==> config.mk <==
export PLATFORM = sky130hd
export DESIGN_NAME = plane_prio_packer
export DESIGN_NICKNAME = d
export VERILOG_FILES = /design/src/rtl/ppk_pkg.sv /design/src/rtl/ppk_cfg_bank.sv /design/src/rtl/ppk_sorter.sv /design/src/rtl/ppk_pack.sv /design/src/rtl/ppk_assign.sv /design/src/rtl/plane_prio_packer.sv
export SDC_FILE = /design/constraint.sdc
export NUM_CORES = 1
export LEC_CHECK = 0
export CAP_MARGIN = 20
export CELL_PAD_IN_SITES_DETAIL_PLACEMENT = 1
export CELL_PAD_IN_SITES_GLOBAL_PLACEMENT = 1
export CORE_ASPECT_RATIO = 2
export CORE_MARGIN = 3
export CORE_UTILIZATION = 30
export DETAILED_ROUTE_END_ITERATION = 10
export GPL_TIMING_DRIVEN = 1
export PLACE_DENSITY = 0.58
export SYNTH_ARGS = -nofsm -noshare
export SYNTH_HDL_FRONTEND = slang
export SYNTH_HIERARCHICAL = 1
export SYNTH_SLANG_ARGS = --single-unit
==> constraint.sdc <==
create_clock -name clk -period 30.6 [get_ports clk]
set_input_delay 6.12 -clock clk [delete_from_list [all_inputs] [get_ports clk]]
set_output_delay 6.12 -clock clk [all_outputs]
set_load 0.01 [all_outputs]
==> src/rtl/ppk_pkg.sv <==
// Package: shared constants and the plane configuration record for the
// plane priority packer. Assumes hardware indices fit in a nibble minus one.
package ppk_pkg;

    localparam int ZPOS_W  = 4;              // depth value width
    localparam int HWIDX_W = 3;              // hardware plane index width
    localparam int NIB_W   = 4;              // priority nibble width
    localparam int MASK_W  = 1 << HWIDX_W;   // one mask bit per hardware plane

    typedef struct packed {
        logic               visible;
        logic               on_chan;
        logic [ZPOS_W-1:0]  zpos;
        logic [HWIDX_W-1:0] hwidx;
        logic               dual;
    } plane_cfg_t;

    // A plane takes part only if it is shown and bound to this channel.
    function automatic logic plane_included(input plane_cfg_t p);
        return p.visible & p.on_chan;
    endfunction

endpackage

==> src/rtl/ppk_cfg_bank.sv <==
// Module: ppk_cfg_bank
// Holds one configuration record per plane slot. A write lands at the next
// edge unless the hold input is high (a sort is running). Assumes wr_slot
// is below NUM_PLANES; writes to higher slots are dropped.
module ppk_cfg_bank
    import ppk_pkg::*;
#(
    parameter int NUM_PLANES = 8,
    localparam int PID_W = (NUM_PLANES > 1) ? $clog2(NUM_PLANES) : 1
) (
    input  logic             clk,
    input  logic             rst_n,
    input  logic             wr_en,
    input  logic             hold,
    input  logic [PID_W-1:0] wr_slot,
    input  plane_cfg_t       wr_data,
    output plane_cfg_t       cfg [NUM_PLANES]
);

    genvar g;
    generate
        for (g = 0; g < NUM_PLANES; g++) begin : g_slot
            // Purpose: store the record of slot g when it is addressed.
            always_ff @(posedge clk) begin
                if (!rst_n) begin
                    cfg[g] <= '0;
                end else if (wr_en && !hold && (wr_slot == PID_W'(g))) begin
                    cfg[g] <= wr_data;
                end
            end
        end
    endgenerate

    // A write while held must leave the addressed record untouched.
    AST_CFG_HOLD: assert property (@(posedge clk) disable iff (!rst_n)
        (hold && wr_en) |=> $stable(cfg[0])) else $error("cfg written while held");

endmodule

==> src/rtl/ppk_sorter.sv <==
// Module: ppk_sorter
// Sequential stable insertion sort of the included plane slots by depth.
// One slot is examined per SCAN cycle, and each SHIFT cycle does one
// compare and at most one move. sort_done pulses one cycle after the last
// slot has been handled. order[0..count-1] then holds the slot numbers in
// ascending depth; equal depths keep ascending slot order. Assumes cfg is
// held constant while busy.
module ppk_sorter
    import ppk_pkg::*;
#(
    parameter int NUM_PLANES = 8,
    localparam int PID_W = (NUM_PLANES > 1) ? $clog2(NUM_PLANES) : 1,
    localparam int CNT_W = $clog2(NUM_PLANES + 1)
) (
    input  logic             clk,
    input  logic             rst_n,
    input  logic             start,
    input  plane_cfg_t       cfg [NUM_PLANES],
    output logic             busy,
    output logic             sort_done,
    output logic [PID_W-1:0] order [NUM_PLANES],
    output logic [CNT_W-1:0] count
);

    typedef enum logic [1:0] {S_IDLE, S_SCAN, S_SHIFT} sort_state_t;

    localparam logic [PID_W-1:0] LAST_SLOT = PID_W'(NUM_PLANES - 1);

    sort_state_t      state;
    logic [PID_W-1:0] scan_i;
    logic [PID_W-1:0] cand;
    logic [CNT_W-1:0] pos_j;
    logic [PID_W-1:0] prev_id;
    logic             move_up;

    // Purpose: look up the entry just above the insertion point and decide
    // whether the candidate still has to pass it.
    always_comb begin
        prev_id = order[PID_W'(pos_j - 1'b1)];
        move_up = (pos_j != '0) && (cfg[prev_id].zpos > cfg[cand].zpos);
    end

    assign busy = (state != S_IDLE);

    // Purpose: sort state machine, insertion list and slot count.
    always_ff @(posedge clk) begin
        if (!rst_n) begin
            state     <= S_IDLE;
            scan_i    <= '0;
            cand      <= '0;
            pos_j     <= '0;
            count     <= '0;
            sort_done <= 1'b0;
            for (int k = 0; k < NUM_PLANES; k++) order[k] <= '0;
        end else begin
            sort_done <= 1'b0;
            case (state)
                S_IDLE: begin
                    if (start) begin
                        scan_i <= '0;
                        count  <= '0;
                        state  <= S_SCAN;
                    end
                end
                S_SCAN: begin
                    if (plane_included(cfg[scan_i])) begin
                        cand  <= scan_i;
                        pos_j <= count;
                        state <= S_SHIFT;
                    end else if (scan_i == LAST_SLOT) begin
                        sort_done <= 1'b1;
                        state     <= S_IDLE;
                    end else begin
                        scan_i <= scan_i + 1'b1;
                    end
                end
                S_SHIFT: begin
                    if (move_up) begin
                        order[PID_W'(pos_j)] <= prev_id;
                        pos_j                <= pos_j - 1'b1;
                    end else begin
                        order[PID_W'(pos_j)] <= cand;
                        count                <= count + 1'b1;
                        if (scan_i == LAST_SLOT) begin
                            sort_done <= 1'b1;
                            state     <= S_IDLE;
                        end else begin
                            scan_i <= scan_i + 1'b1;
                            state  <= S_SCAN;
                        end
                    end
                end
                default: state <= S_IDLE;
            endcase
        end
    end

    // The list can never hold more entries than there are slots.
    AST_CNT_BOUND: assert property (@(posedge clk) disable iff (!rst_n)
        int'(count) <= NUM_PLANES) else $error("sort count overflow");
    // The completion flag is a single-cycle pulse.
    AST_SORT_PULSE: assert property (@(posedge clk) disable iff (!rst_n)
        sort_done |=> !sort_done) else $error("sort_done stretched");
    // Completion only follows the active states.
    AST_SORT_FROM_BUSY: assert property (@(posedge clk) disable iff (!rst_n)
        sort_done |-> $past(busy)) else $error("sort_done from idle");

endmodule

==> src/rtl/ppk_pack.sv <==
// Module: ppk_pack
// Builds the priority word and plane mask from the sorted list in one
// combinational pass and registers them on commit. Slot k of S goes into
// nibble S-1-k; nibbles past the word are dropped, but their mask bits are
// kept. The preset mapping replaces the packed result when fixed_map is set.
// mask_next is exported for the binding tracker. Assumes HWIDX_W < NIB_W.
module ppk_pack
    import ppk_pkg::*;
#(
    parameter int NUM_PLANES = 8,
    parameter int WORD_W     = 32,
    localparam int PID_W = (NUM_PLANES > 1) ? $clog2(NUM_PLANES) : 1,
    localparam int CNT_W = $clog2(NUM_PLANES + 1),
    localparam int NIBS  = WORD_W / NIB_W
) (
    input  logic              clk,
    input  logic              rst_n,
    input  plane_cfg_t        cfg [NUM_PLANES],
    input  logic [PID_W-1:0]  order [NUM_PLANES],
    input  logic [CNT_W-1:0]  count,
    input  logic              fixed_map,
    input  logic              fixed_gen_new,
    input  logic              chan_odd,
    input  logic              commit,
    input  logic              setup_clr,
    output logic [MASK_W-1:0] mask_next,
    output logic [WORD_W-1:0] prio_word,
    output logic [MASK_W-1:0] plane_mask
);

    logic [WORD_W-1:0] word_c;
    logic [MASK_W-1:0] mask_c;

    // Purpose: count slots, then place each slot's nibble and mask bit.
    always_comb begin
        int                 total;
        int                 pos;
        plane_cfg_t         pc;
        logic [HWIDX_W-1:0] hw;
        word_c = '0;
        mask_c = '0;
        total  = 0;
        pc     = '0;
        hw     = '0;
        for (int k = 0; k < NUM_PLANES; k++) begin
            if (k < int'(count)) total += cfg[order[k]].dual ? 2 : 1;
        end
        pos = total;
        for (int k = 0; k < NUM_PLANES; k++) begin
            if (k < int'(count)) begin
                pc  = cfg[order[k]];
                hw  = pc.hwidx;
                pos = pos - 1;
                if (pos < NIBS) word_c[pos*NIB_W +: NIB_W] = NIB_W'(hw) + 1'b1;
                mask_c[hw] = 1'b1;
                if (pc.dual) begin
                    hw  = hw + 1'b1;
                    pos = pos - 1;
                    if (pos < NIBS) word_c[pos*NIB_W +: NIB_W] = NIB_W'(hw) + 1'b1;
                    mask_c[hw] = 1'b1;
                end
            end
        end
        if (fixed_map) begin
            word_c = '0;
            mask_c = '0;
            if (fixed_gen_new) begin
                word_c[NIB_W-1:0] = chan_odd ? NIB_W'(3) : NIB_W'(1);
                mask_c[chan_odd ? 2 : 0] = 1'b1;
            end else begin
                word_c[NIB_W-1:0] = chan_odd ? NIB_W'(2) : NIB_W'(1);
                mask_c[chan_odd ? 1 : 0] = 1'b1;
            end
        end
    end

    assign mask_next = mask_c;

    // Purpose: output registers, loaded on commit and cleared by setup.
    always_ff @(posedge clk) begin
        if (!rst_n) begin
            prio_word  <= '0;
            plane_mask <= '0;
        end else if (commit) begin
            prio_word  <= word_c;
            plane_mask <= mask_c;
        end else if (setup_clr) begin
            prio_word  <= '0;
        end
    end

    // Outside commit and setup, the outputs hold.
    AST_OUT_HOLD: assert property (@(posedge clk) disable iff (!rst_n)
        (!commit && !setup_clr) |=> ($stable(prio_word) && $stable(plane_mask)))
        else $error("outputs moved without commit");
    // The preset mapping always yields exactly one plane.
    AST_FIXED_ONE: assert property (@(posedge clk) disable iff (!rst_n)
        (commit && fixed_map) |=> ($countones(plane_mask) == 1))
        else $error("preset mask not one-hot");
    // A setup clear leaves the mask alone.
    AST_SETUP_MASK: assert property (@(posedge clk) disable iff (!rst_n)
        (setup_clr && !commit) |=> (prio_word == '0 && $stable(plane_mask)))
        else $error("setup clear misbehaved");

endmodule

==> src/rtl/ppk_assign.sv <==
// Module: ppk_assign
// Keeps the group binding of planes to the two timing channels. On commit,
// an odd channel ORs its mask in and an even channel clears it out. The
// restart request pulses with the commit if the binding changed while the
// group is in use, or if a restart is pending. Assumes MASK_W <= HALF_W.
module ppk_assign
    import ppk_pkg::*;
#(
    parameter int HALF_W = 16
) (
    input  logic              clk,
    input  logic              rst_n,
    input  logic              commit,
    input  logic              chan_odd,
    input  logic [MASK_W-1:0] mask_next,
    input  logic              group_in_use,
    input  logic              restart_pending,
    output logic [2*HALF_W-1:0] assign_word,
    output logic              restart_req
);

    logic [HALF_W-1:0] bind_q;
    logic [HALF_W-1:0] bind_d;
    logic [HALF_W-1:0] mask_ext;

    // Purpose: merge the new mask into the binding according to parity.
    always_comb begin
        mask_ext = HALF_W'(mask_next);
        bind_d   = chan_odd ? (bind_q | mask_ext) : (bind_q & ~mask_ext);
    end

    // Purpose: binding register and restart request pulse.
    always_ff @(posedge clk) begin
        if (!rst_n) begin
            bind_q      <= '0;
            restart_req <= 1'b0;
        end else if (commit) begin
            bind_q      <= bind_d;
            restart_req <= ((bind_d != bind_q) && group_in_use) || restart_pending;
        end else begin
            restart_req <= 1'b0;
        end
    end

    assign assign_word = {bind_q, bind_q};

    // Odd channel only ever adds planes to the binding.
    AST_ODD_GROWS: assert property (@(posedge clk) disable iff (!rst_n)
        (commit && chan_odd) |=> ((bind_q & $past(bind_q)) == $past(bind_q)))
        else $error("odd channel dropped planes");
    // Even channel only ever removes planes from the binding.
    AST_EVEN_SHRINKS: assert property (@(posedge clk) disable iff (!rst_n)
        (commit && !chan_odd) |=> ((bind_q & ~$past(bind_q)) == '0))
        else $error("even channel added planes");
    // A restart request only follows a commit.
    AST_RESTART_CAUSE: assert property (@(posedge clk) disable iff (!rst_n)
        restart_req |-> $past(commit)) else $error("stray restart");
    // The binding moves only at a commit.
    AST_BIND_HOLD: assert property (@(posedge clk) disable iff (!rst_n)
        !commit |=> $stable(bind_q)) else $error("binding moved");

endmodule

==> src/rtl/plane_prio_packer.sv <==
// Module: plane_prio_packer (top)
// Plane priority packer for one display channel: configuration bank,
// insertion sorter, packing stage and channel binding tracker. compute and
// setup_clr are accepted only while idle; done pulses one cycle after the
// sort completes, together with the new outputs and any restart request.
module plane_prio_packer
    import ppk_pkg::*;
#(
    parameter int NUM_PLANES = 8,
    parameter int WORD_W     = 32,
    parameter int HALF_W     = 16,
    localparam int PID_W = (NUM_PLANES > 1) ? $clog2(NUM_PLANES) : 1,
    localparam int CNT_W = $clog2(NUM_PLANES + 1)
) (
    input  logic                clk,
    input  logic                rst_n,
    input  logic                cfg_we,
    input  logic [PID_W-1:0]    cfg_slot,
    input  logic                cfg_visible,
    input  logic                cfg_on_chan,
    input  logic [ZPOS_W-1:0]   cfg_zpos,
    input  logic [HWIDX_W-1:0]  cfg_hwidx,
    input  logic                cfg_dual,
    input  logic                chan_is_odd,
    input  logic                fixed_map,
    input  logic                fixed_gen_new,
    input  logic                group_in_use,
    input  logic                restart_pending,
    input  logic                setup_clr,
    input  logic                compute,
    output logic                busy,
    output logic                done,
    output logic [WORD_W-1:0]   prio_word,
    output logic [MASK_W-1:0]   plane_mask,
    output logic [2*HALF_W-1:0] assign_word,
    output logic                restart_req
);

    plane_cfg_t       cfg [NUM_PLANES];
    plane_cfg_t       wr_rec;
    logic [PID_W-1:0] order [NUM_PLANES];
    logic [CNT_W-1:0] count;
    logic [MASK_W-1:0] mask_next;
    logic             sort_busy;
    logic             sort_done;
    logic             start;
    logic             setup_ok;

    assign wr_rec   = '{visible: cfg_visible, on_chan: cfg_on_chan, zpos: cfg_zpos,
                        hwidx: cfg_hwidx, dual: cfg_dual};
    assign busy     = sort_busy | sort_done;
    assign start    = compute & ~busy;
    assign setup_ok = setup_clr & ~busy;

    ppk_cfg_bank #(.NUM_PLANES(NUM_PLANES)) u_cfg (
        .clk     (clk),
        .rst_n   (rst_n),
        .wr_en   (cfg_we),
        .hold    (busy),
        .wr_slot (cfg_slot),
        .wr_data (wr_rec),
        .cfg     (cfg)
    );

    ppk_sorter #(.NUM_PLANES(NUM_PLANES)) u_sort (
        .clk       (clk),
        .rst_n     (rst_n),
        .start     (start),
        .cfg       (cfg),
        .busy      (sort_busy),
        .sort_done (sort_done),
        .order     (order),
        .count     (count)
    );

    ppk_pack #(.NUM_PLANES(NUM_PLANES), .WORD_W(WORD_W)) u_pack (
        .clk           (clk),
        .rst_n         (rst_n),
        .cfg           (cfg),
        .order         (order),
        .count         (count),
        .fixed_map     (fixed_map),
        .fixed_gen_new (fixed_gen_new),
        .chan_odd      (chan_is_odd),
        .commit        (sort_done),
        .setup_clr     (setup_ok),
        .mask_next     (mask_next),
        .prio_word     (prio_word),
        .plane_mask    (plane_mask)
    );

    ppk_assign #(.HALF_W(HALF_W)) u_asg (
        .clk             (clk),
        .rst_n           (rst_n),
        .commit          (sort_done),
        .chan_odd        (chan_is_odd),
        .mask_next       (mask_next),
        .group_in_use    (group_in_use),
        .restart_pending (restart_pending),
        .assign_word     (assign_word),
        .restart_req     (restart_req)
    );

    // Purpose: done marks the cycle the new outputs are visible.
    always_ff @(posedge clk) begin
        if (!rst_n) done <= 1'b0;
        else        done <= sort_done;
    end

    // done is a single-cycle pulse.
    AST_DONE_PULSE: assert property (@(posedge clk) disable iff (!rst_n)
        done |=> !done) else $error("done stretched");
    // A restart request never appears outside a done cycle.
    AST_RESTART_WITH_DONE: assert property (@(posedge clk) disable iff (!rst_n)
        restart_req |-> done) else $error("restart outside done");

endmodule

==> flow_summary.yaml <==
run_status:
  outcome: "finished, final reports clean"
clock_tree:
  clk_path_buf_depth: 3
  cts_setup_buffers: 0
  numCtsBuffers: 25
  clkSinkCount: 171
  htree_levels: 4
  clk_pin_slew_ps: 60
  postCtsHoldBufs: 0
  ctsResizeCount: 0
  worstSkewPairLatency_ps: 520
  cts-root-buf: "clkbuf_16"
  cts_tree: "done"
timing:
  min_period_over_period: 0.696
  rsz0062_at_grt: "false"
  fmax_mhz: 47.0
  setup-violations-final: 0
  final_hold_viol_count: 0
  slew_headroom: 0.189
  tns_ps: 0
  finalWorstSetupSlack_ps: 9310
  fin_skew_ps: 30.5
  slew_viol_final: 0
  worstMarginPinSlew_ps: 1210
  fin_crit_ps: 21290
synthesis:
  yosysUniqueCellTypes: 148
  yosys_most_used_dff: "dfxtp_1"
  synthSimpleGateAreaFrac: 0.304
  synthXorXnorAreaFrac: 0.0598
  synthDominantCellAreaShare: 0.110
  syn_area_sq_mm: 0.0312
  post_synth.cell_area_avg_sq_um: 7.02
  muxShareOfSynthArea: 0.129
  synth_top_family_by_area: "compound AO/OA/AOI/OAI gates"
  synth_edf_count: 0
  ys_async_sr_fraction: 0
  synthAdderAreaFrac: 0.0369
  yosys-top-cells-area: "dfxtp_1 (11%), nand2_1 (7.4%), mux4_2 (5.7%), mux2i_1 (5.4%), nor2_1 (5.3%)"
  netlist_instances: 4448
  synth_compound_area_frac: 0.309
  synth-seq-cells: 171
  synth_warnings: 6
  ys_seq_area_frac: 0.110
  synth_top_area_cell: "dfxtp_1"
final_layout:
  drive_above_1_share: 0.0918
  multi_input_area_sq_mm: 0.0264
  utilization: 0.333
  fillerInstances: 12800
  area_growth_pct: 9.54
  register_area_sq_mm: 0.00343
  nNetsFinal: 4517
critical_path:
  worst_setup_path_end_kind: "flop"
  crit_type: "flop to flop"
  cp.depth: 70
  cp-start-kind: "flop"
  endpoint: "u_pack/prio_word[0]"
  rrSetupSlack_ps: 9310
  critPathBufInv: 5
  cp_slowest_cell: "nor4_2"
  crit_fanout: 15
  rr_endpoint: "u_pack/prio_word[0]"
  slowest_delay_ps: 850
  critPathLaunch: "u_sort/order[18]"
  r2r_cells: 70
  r2r-start: "u_sort/order[18]"
  cp.arrival_ps: 21670
  path_delay_family: "adder cells"
  cp.required_ps: 30980
job:
  maxCapViolCount: 0
detailed_routing:
  num_vias: 37300
  post_drt_wl_per_cell_microns: 30.0
  first_pass_iters: 7
  ant_nets: 0
  vias_per_cell: 6.47
  drtIter0Drc: 2103
  route.detailed.drc: 0
  routed_wl_microns: 173000
global_route:
  grt_antenna_before_repair: 3
  grt_usage: 0.310
  grt_overflow: 0
  grt_pass1_wl_microns: 253000
  grt_start_max_net_pins: 78
  grt_pass1_vias: 38800
floorplanning:
  core_sq_mm: 0.103
  start_util: 0.304
  die_y_microns: 462
  rows: 166
  io_pins: 98
  die_width_microns: 234
  dieArea_sq_mm: 0.108
place:
  hpwl_microns: 141000
  io_buffers: 81
  place.gp.congestion: 1.03
  dpl_worst_slack_ps: 9570
power_and_ir_drop:
  p_per_area_mw_per_mm2: 17.2
  p_leak_nw: 11.4
  vdd_drop_max_mv: 0.0405
  power.total_mw: 0.589
min_path:
  hp-class: "flop to flop"
==> cell families after synthesis <==
group | count (synthesis)
and+or+nand+nor | 1947
DFF | 171
muxes | 294
buffers and inverters | 368
xor gates and xnor gates | 181
adders and majority gates | 88
other | 2
AOI/OAI and AO/OA | 1397
==> cells in the final DEF, fill, tap and decap left out, types with 83 or more instances in the layout <==
cell type / instances
a22oi_1: 87
o22ai_1: 139
xnor2_1: 117
nor2_1: 440
o21ai_0: 261
dfxtp_1: 168
inv_1: 83
nand3_1: 186
a21oi_1: 251
nand2_1: 616
nor3_1: 150
mux2i_1: 164
buf_4: 102
==> Yosys cell counts, types with 19 or more instances <==
cell type  count
mux2_2        41
o21ai_0      262
buf_2         25
or4_1         24
or3_1         44
xnor2_1      119
nand2b_1      56
nor2b_1       34
buf_4         30
nand3b_1      20
or2_2         23
mux2i_1      169
nor4_1        59
a21boi_0      19
nor2_1       443
a31oi_1       48
and3_1        55
mux4_2        79
nand2_1      617
inv_1         83
o211ai_1      34
o21ai_1       28
nand4_1       65
a22oi_1       87
nand3_1      186
o21a_1        28
a211oi_1      47
o22ai_1      139
nor3_1       152
a32oi_1       27
a21oi_1      252
a21o_1        47
a22o_1        24
o31ai_1       36
dfxtp_1      171
clkbuf_1     190
ha_1          80
and2_1        70
xor2_1        40
==> area by class of cell <==
class,instances,share of cell area
Sequential cell,171,0.100
Inverter,98,0.0108
Tap cell,1344,0.0492
Antenna cell,1,0.0000732
Multi-Input combinational cell,3924,0.771
Clock inverter,3,0.00263
Clock buffer,29,0.0196
Timing Repair Buffer,187,0.0470
==> tightest hold or removal path, cell delays in order (launching register included) <==
cell and delay, ps:
dfxtp_1 310, nand2_1 50, mux2i_1 50
==> worst min path at each step <==
stage | depth (start not counted) | start | endpoint
after floorplan | 2 | u_cfg/cfg[18] | u_cfg/cfg[18]
after global placement | 2 | u_cfg/cfg[8] | u_cfg/cfg[8]
after detailed placement | 2 | u_pack/prio_word[13] | u_pack/prio_word[13]
after CTS | 2 | u_pack/prio_word[13] | u_pack/prio_word[13]
after global routing | 2 | u_cfg/cfg[8] | u_cfg/cfg[8]
final | 2 | u_cfg/cfg[18] | u_cfg/cfg[18]
==> flip-flops by register name, indices dropped and copies added, names as in the netlist <==
signal             flops
u_asg/bind_q           8
u_asg/restart_req      1
u_cfg/cfg             80
u_sort/order          24
u_sort/sort_done       1
u_sort/state           2
done                   1
u_sort/cand            3
u_pack/prio_word      32
u_sort/scan_i          3
u_sort/pos_j           4
u_pack/plane_mask      8
u_sort/count           4
==> per-stage QoR <==
stage | cell area, sq um | hold slack (ps) | cells
after CTS | 34200 | 462 | 5752
after floorplan | 31300 | 435 | 4463
after detailed placement | 33400 | 448 | 5720
after global routing | 34200 | 484 | 5756
final | 34200 | 457 | 5757
after global placement | 33400 | 442 | 5718
==> layer usage <==
metal | GRT usage | part of all wire | vias up
met5 | 0 | 0.000075 | -
li1 | - | - | 16800
met4 | 0.282 | 0.11 | 2
met3 | 0.0346 | 0.034 | 678
met1 | 0.280 | 0.33 | 18500
met2 | 0.594 | 0.53 | 1280
==> where the power goes <==
part	internal (mW)	leakage, nW	total, mW	switching (mW)
sequential	0.226	1.38	0.232	0.00613
clock	0.178	0.373	0.278	0.100
combinational	0.0276	9.63	0.0787	0.0510
total	0.431	11.4	0.589	0.157
No activity file was read; power rests on OpenSTA's default activity.
